`config.mk`:
```
export PLATFORM = sky130hd
export DESIGN_NAME = bus_cmd_gen
export DESIGN_NICKNAME = d
export VERILOG_FILES = /design/src/rtl/bus_cmd_gen.sv
export SDC_FILE = /design/constraint.sdc
export NUM_CORES = 1
export LEC_CHECK = 0
export BUFFER_PORTS_ARGS = -buffer_cell sky130_fd_sc_hd__buf_4
export CORE_AREA = 2 2 39 41
export CTS_BUF_LIST = sky130_fd_sc_hd__clkbuf_16
export DETAILED_ROUTE_END_ITERATION = 8
export DIE_AREA = 0 0 41 43
export RECOVER_POWER = 25
export SETUP_SLACK_MARGIN = 0.02
export SYNTH_ARGS = -nofsm -noshare
export SYNTH_HDL_FRONTEND = slang
export SYNTH_SLANG_ARGS = --single-unit
```
`constraint.sdc`:
```
create_clock -name clk -period 1.4 [get_ports clk]
set_input_delay 0.21 -clock clk [delete_from_list [all_inputs] [get_ports clk]]
set_output_delay 0.21 -clock clk [all_outputs]
set_load 0.02 [all_outputs]
```
`src/rtl/bus_cmd_gen.sv`:
```
module bus_cmd_gen (
  input  logic       clk,
  input  logic       rst_n,
  input  logic [2:0] bus_stat,
  input  logic       ready,
  output logic       ale,
  output logic       mrdc_n,
  output logic       amwc_n,
  output logic       mwtc_n,
  output logic       iorc_n,
  output logic       aiowc_n,
  output logic       iowc_n,
  output logic [2:0] t_state,
  output logic [2:0] cyc_kind
);
  localparam logic [2:0] K_IOR  = 3'd1;
  localparam logic [2:0] K_IOW  = 3'd2;
  localparam logic [2:0] K_CODE = 3'd4;
  localparam logic [2:0] K_MEMR = 3'd5;
  localparam logic [2:0] K_MEMW = 3'd6;
  localparam logic [2:0] K_PASV = 3'd7;

  localparam logic [2:0] TS_I = 3'd0;
  localparam logic [2:0] TS_1 = 3'd1;
  localparam logic [2:0] TS_2 = 3'd2;
  localparam logic [2:0] TS_3 = 3'd3;
  localparam logic [2:0] TS_W = 3'd4;
  localparam logic [2:0] TS_4 = 3'd5;

  logic [2:0] t_q, kind_q, prev_q;
  logic       start, early, late;

  assign start = (prev_q == K_PASV) && (bus_stat != K_PASV) &&
                 ((t_q == TS_I) || (t_q == TS_4));

  always_ff @(posedge clk) begin
    if (!rst_n) begin
      t_q    <= TS_I;
      kind_q <= K_PASV;
      prev_q <= K_PASV;
    end else begin
      prev_q <= bus_stat;
      case (t_q)
        TS_I, TS_4: begin
          if (start) begin
            t_q    <= TS_1;
            kind_q <= bus_stat;
          end else begin
            t_q    <= TS_I;
            kind_q <= K_PASV;
          end
        end
        TS_1:       t_q <= TS_2;
        TS_2:       t_q <= TS_3;
        TS_3, TS_W: t_q <= ready ? TS_4 : TS_W;
        default: begin
          t_q    <= TS_I;
          kind_q <= K_PASV;
        end
      endcase
    end
  end

  assign early = (t_q == TS_2) || (t_q == TS_3) || (t_q == TS_W);
  assign late  = (t_q == TS_3) || (t_q == TS_W);

  assign ale      = (t_q == TS_1);
  assign mrdc_n   = !(early && ((kind_q == K_CODE) || (kind_q == K_MEMR)));
  assign amwc_n   = !(early && (kind_q == K_MEMW));
  assign mwtc_n   = !(late  && (kind_q == K_MEMW));
  assign iorc_n   = !(early && (kind_q == K_IOR));
  assign aiowc_n  = !(early && (kind_q == K_IOW));
  assign iowc_n   = !(late  && (kind_q == K_IOW));
  assign t_state  = t_q;
  assign cyc_kind = kind_q;


  t1_to_t2_chk: assert property (@(posedge clk) disable iff (!rst_n)
    (t_state == TS_1) |=> (t_state == TS_2));


  wait_insert_chk: assert property (@(posedge clk) disable iff (!rst_n)
    ((t_state == TS_3 || t_state == TS_W) && !ready) |=> (t_state == TS_W) && $stable(cyc_kind));


  mem_wr_order_chk: assert property (@(posedge clk) disable iff (!rst_n)
    !mwtc_n |-> !amwc_n);


  io_wr_order_chk: assert property (@(posedge clk) disable iff (!rst_n)
    !iowc_n |-> !aiowc_n);


  no_cmd_in_t1_chk: assert property (@(posedge clk) disable iff (!rst_n)
    ale |-> (mrdc_n && amwc_n && mwtc_n && iorc_n && aiowc_n && iowc_n));


  strobe_count_chk: assert property (@(posedge clk) disable iff (!rst_n)
    $countones({~mrdc_n, ~amwc_n, ~mwtc_n, ~iorc_n, ~aiowc_n, ~iowc_n}) <= 2);
endmodule

```
==> Yosys cells after proc, flatten, opt, wreduce, memory -nomap -nowiden <==
Index checks and enable logic that the tools add are counted.
{ "word_totals": {"reg_bits": 9, "elab_cells": 43, "out_inout_bits": 13} }
{ "classes": {"reduce_logical": 23, "n_eq_ne": 12, "mux": 5} }
{ "op_table": {"columns": ["operator", "n"], "rows": [
  ["equality test 3 bit, second input constant", 6],
  ["one-hot mux 3 bit (4 select lines)", 1],
  ["equality test 3 x 2 -> 1 bit, second input constant", 3],
  ["logical AND 1 bit", 8],
  ["equality test 3 x 1 -> 1 bit, second input constant", 2],
  ["logical NOT 1 bit", 6],
  ["one-hot mux 3 bit (2 select lines)", 1],
  ["logical OR 1 bit", 5],
  ["OR reduction 2 bit", 2],
  ["OR reduction 4 bit", 1],
  ["logical NOT 3 bit", 1],
  ["two-way mux 3 bit", 1],
  ["inequality test 3 bit, second input constant", 1],
  ["two-way mux 1 bit", 2]
]} }

==> Depth between registers and ports, before layout <==
{ "depth": {"depth_word": 5, "ltp_mapped": 4, "mapped_depth_nobuf": 3} }

==> Worst setup path before layout <==
No wires, ideal clock.
{ "synth_path": {"kind": "register to output", "start": "register t_q[2] (netlist: t_state[2])", "end": "output iorc_n", "t_arrival_ns": 1.226, "path_stages_with_launch": 4, "n_path_buf": 0, "slack_ns": -0.036, "path_cell_list": "dfxtp_1 nor3b_2 or2_1 nand4bb_1"} }
{ "synth_via": {"elab_chain_cells": 5, "elab_cells_between_ends": 7} }
{ "synth_rtl": {"columns": ["element", "line", "text"], "rows": [
  ["start, declared", "30", "logic [2:0] t_q, kind_q, prev_q;"],
  ["start signal, assigned", "55", "TS_3, TS_W: t_q <= ready ? TS_4 : TS_W;"],
  ["equality test 3 x 2 -> 1 bit", "64", "assign early = (t_q == TS_2) || (t_q == TS_3) || (t_q == TS_W);"],
  ["logical OR 1 bit", "64", null],
  ["logical OR 1 bit *", "64", null],
  ["logical AND 1 bit *", "71", "assign iorc_n = !(early && (kind_q == K_IOR));"],
  ["logical NOT 1 bit *", "71", null],
  ["end, declared", "10", "output logic iorc_n,"]
]} }
Mark *: on every way between the ends. The rest lies on a longest branch, timed or not.

==> Worst setup path in the final report <==
{ "layout_path": {"start": "register t_q[0] (netlist: t_state[0])", "end": "output iorc_n"} }
The elaborated chain is that of the path after synthesis.

==> reports/qor.csv <==
stage,metric,value,unit
finish,final_cells,82,
sta,rsz0062_at_grt,yes,
power_and_ir_drop,power.leakage,0.000317,uW
sta,setup_slack,-0.0519,ns
finish,insertedDiodeCount,0,
job,cap_violations,0,
global_route,track_usage,15.1,%
synth,synth_ff_type,dfxtp_1,
die,die_y,43,um
worst_setup_path,crit_required,1.19,ns
detailed_routing,first_pass_iters,4,
detailed_routing,ant_nets,0,
sta,hold_violations,0,
place,gp_congestion,0.662,
global_route,grt_pass1_wl,1.73,mm
sta,slew_viol_final,0,
place,io_buffers,18,
die,die_x,41,um
finish,area_growth_syn_to_layout,70.1,%
power_and_ir_drop,powerDensity,1550,nW/um^2
synth,synth.most_common_cell,dfxtp_1,
worst_setup_path,worst_setup_path_start_kind,flip-flop,
sta,setup_viol,6,
sta,finalClockSkew,0.00162,ns
finish,final_util,52.9,%
finish,num-fill-cells,131,
clocking,clk_path_buf_depth,2,
synth,synth_top_cell_area_share,41.9,%
synth,yosys_warnings,0,
worst_setup_path,cp_max_fo,4,
synth,syn_avg_cell_area,10.5,um^2
sta,hold-worst-slack,0.221,ns
clocking,cts_buffers,3,
detailed_routing,finalWirelength,1.05,mm
synth,synth_edf_count,0,
die,core,1380,um^2
die,io_pins,19,
die,start_util,31.1,%
synth,synth_cell_types,22,
run_status,violations,setup timing,
clocking,cts_tree,built,
global_route,gr-total-overflow,0,
sta,fin_crit,1.45,ns
worst_setup_path,crit_type,flip-flop to output port,
synth,synth_seq_area_share,41.9,%
detailed_routing,drt_iter0_markers,9,
detailed_routing,vias_per_cell,5.07,
worst_setup_path,crit_arrival,1.24,ns
worst_setup_path,crit_chain,nor3b_4 > or2_4 > nand4bb_1 > buf_4,
worst_setup_path,crit_path_top_delay_cell,dfxtp_2,
power_and_ir_drop,irDropWorstVdd,0.000951,V
clocking,clock_latency,0.23,ns
clocking,numClockSinks,9,
synth,netlist_area,430,um^2
synth,synth_common_cells,"dfxtp_1, nand2b_1, nand2_1, nor2b_1, o32a_1",
global_route,grt_max_degree,8,
finish,nets,73,
synth,ys_ff_latch,9,
synth,synth_fp_nets,47,
finish,drive_gt1_share,53.0,%
detailed_routing,drc,0,
sta,period_share,104,%
clocking,cts_root_buf,clkbuf_16,
place,placed_cells,77,
synth,synthArstFlopShare,0,%
worst_setup_path,critPathMaxStageDelay,0.33,ns
clocking,htree_levels,1,
worst_setup_path,crit_family,simple AND/OR/NAND/NOR gates,
synth,netlist_top_cells_area,"dfxtp_1, o32a_1, nand2b_1",
clocking,path_clk_slew,0.04,ns
global_route,grt_antenna_before_repair,0,
global_route,grt_pass1_vias,374,
detailed_routing,vias,416,
worst_setup_path,worst-path-buf-inv,1,
synth,syn-instance-count,41,
sta,fin_tns_setup,-0.182,ns
synth,synth_top_cell_by_area,dfxtp_1,
detailed_routing,wl_per_cell,12.8,um
sta,worst_pin_slew,0.319,ns
die,rows,14,
sta,fmax,0.689,GHz
die,dieArea,1760,um^2
clocking,cts.hold.buffers_added,0,
worst_hold_path,hp-class,primary input to flip-flop,
sta,slew_headroom,78.8,%
worst_setup_path,end_kind,output port,
run_status,status,"complete, but fails checks",
[final cells by class]
type                            count  area [um^2]  area share [%]
Clock inverter                      1         3.75           0.513
Multi-Input combinational cell     31          277            37.8
Sequential cell                     9          184            25.1
Timing Repair Buffer               22          173            23.6
Clock buffer                        3         75.1            10.3
Tap cell                           16         20.0            2.74
[where the power goes]
group	switching, uW	total, uW	internal (uW)
clock network	122	494	373
logic	153	314	161
registers	34.9	326	291
[final timing paths]
check              startpoint     endpoint  slack (ns)  cells past startpoint
setup / recovery   t_state[0]       iorc_n       -0.05                      4
hold / removal          rst_n    prev_q[0]        0.22                      2
hold reg to reg   cyc_kind[1]  cyc_kind[1]        0.54                      1
setup reg to reg   t_state[1]   t_state[0]        0.12                      4
[cell usage in the layout (no fill, tap or decap), types with 2 or more instances in the layout]
cell	count
o32a_1	3
buf_6	3
dfxtp_2	3
nor2b_2	2
clkbuf_4	3
dfxtp_1	6
buf_4	15
nand2_1	3
clkbuf_16	3
nand2b_1	4
[timing repair]
item,CTS,global route
pin swaps,2,1
resized for setup,8,4
setup buffers,1,0
setup endpoints to repair,6,6
[sequential cells by signal (all words and copies together) (netlist names)]
register	cells
t_state	3
prev_q	3
cyc_kind	3
[cells by family after synthesis]
| family | synth area share [%] |
|---|---|
| AO/OA/AOI/OAI | 18.6 |
| XOR/XNOR | 4.07 |
| buffers and inverters | 1.16 |
| flip-flops | 41.9 |
| AND/OR/NAND/NOR | 34.3 |
[per-layer routing]
metal | global-route usage, % | share of wire (%) | up-vias
met5 | 0 | 0 | -
met1 | 17.7 | 40 | 197
li1 | - | - | 205
met3 | 9.42 | 6.1 | 2
met4 | 6.00 | 0.96 | 0
met2 | 21.3 | 52 | 12
[through the flow]
stage          instance area [um^2]  power, uW  worst slack, ns
2_1_floorplan                   437        503         -0.00699
3_3_place_gp                    609        614            0.166
3_5_place_dp                    609        615            0.151
4_1_cts                         723       1140          -0.0804
5_1_grt                         732       1190           -0.116
6_report                        732       1130          -0.0519
Power figures use the tool's default switching activity.
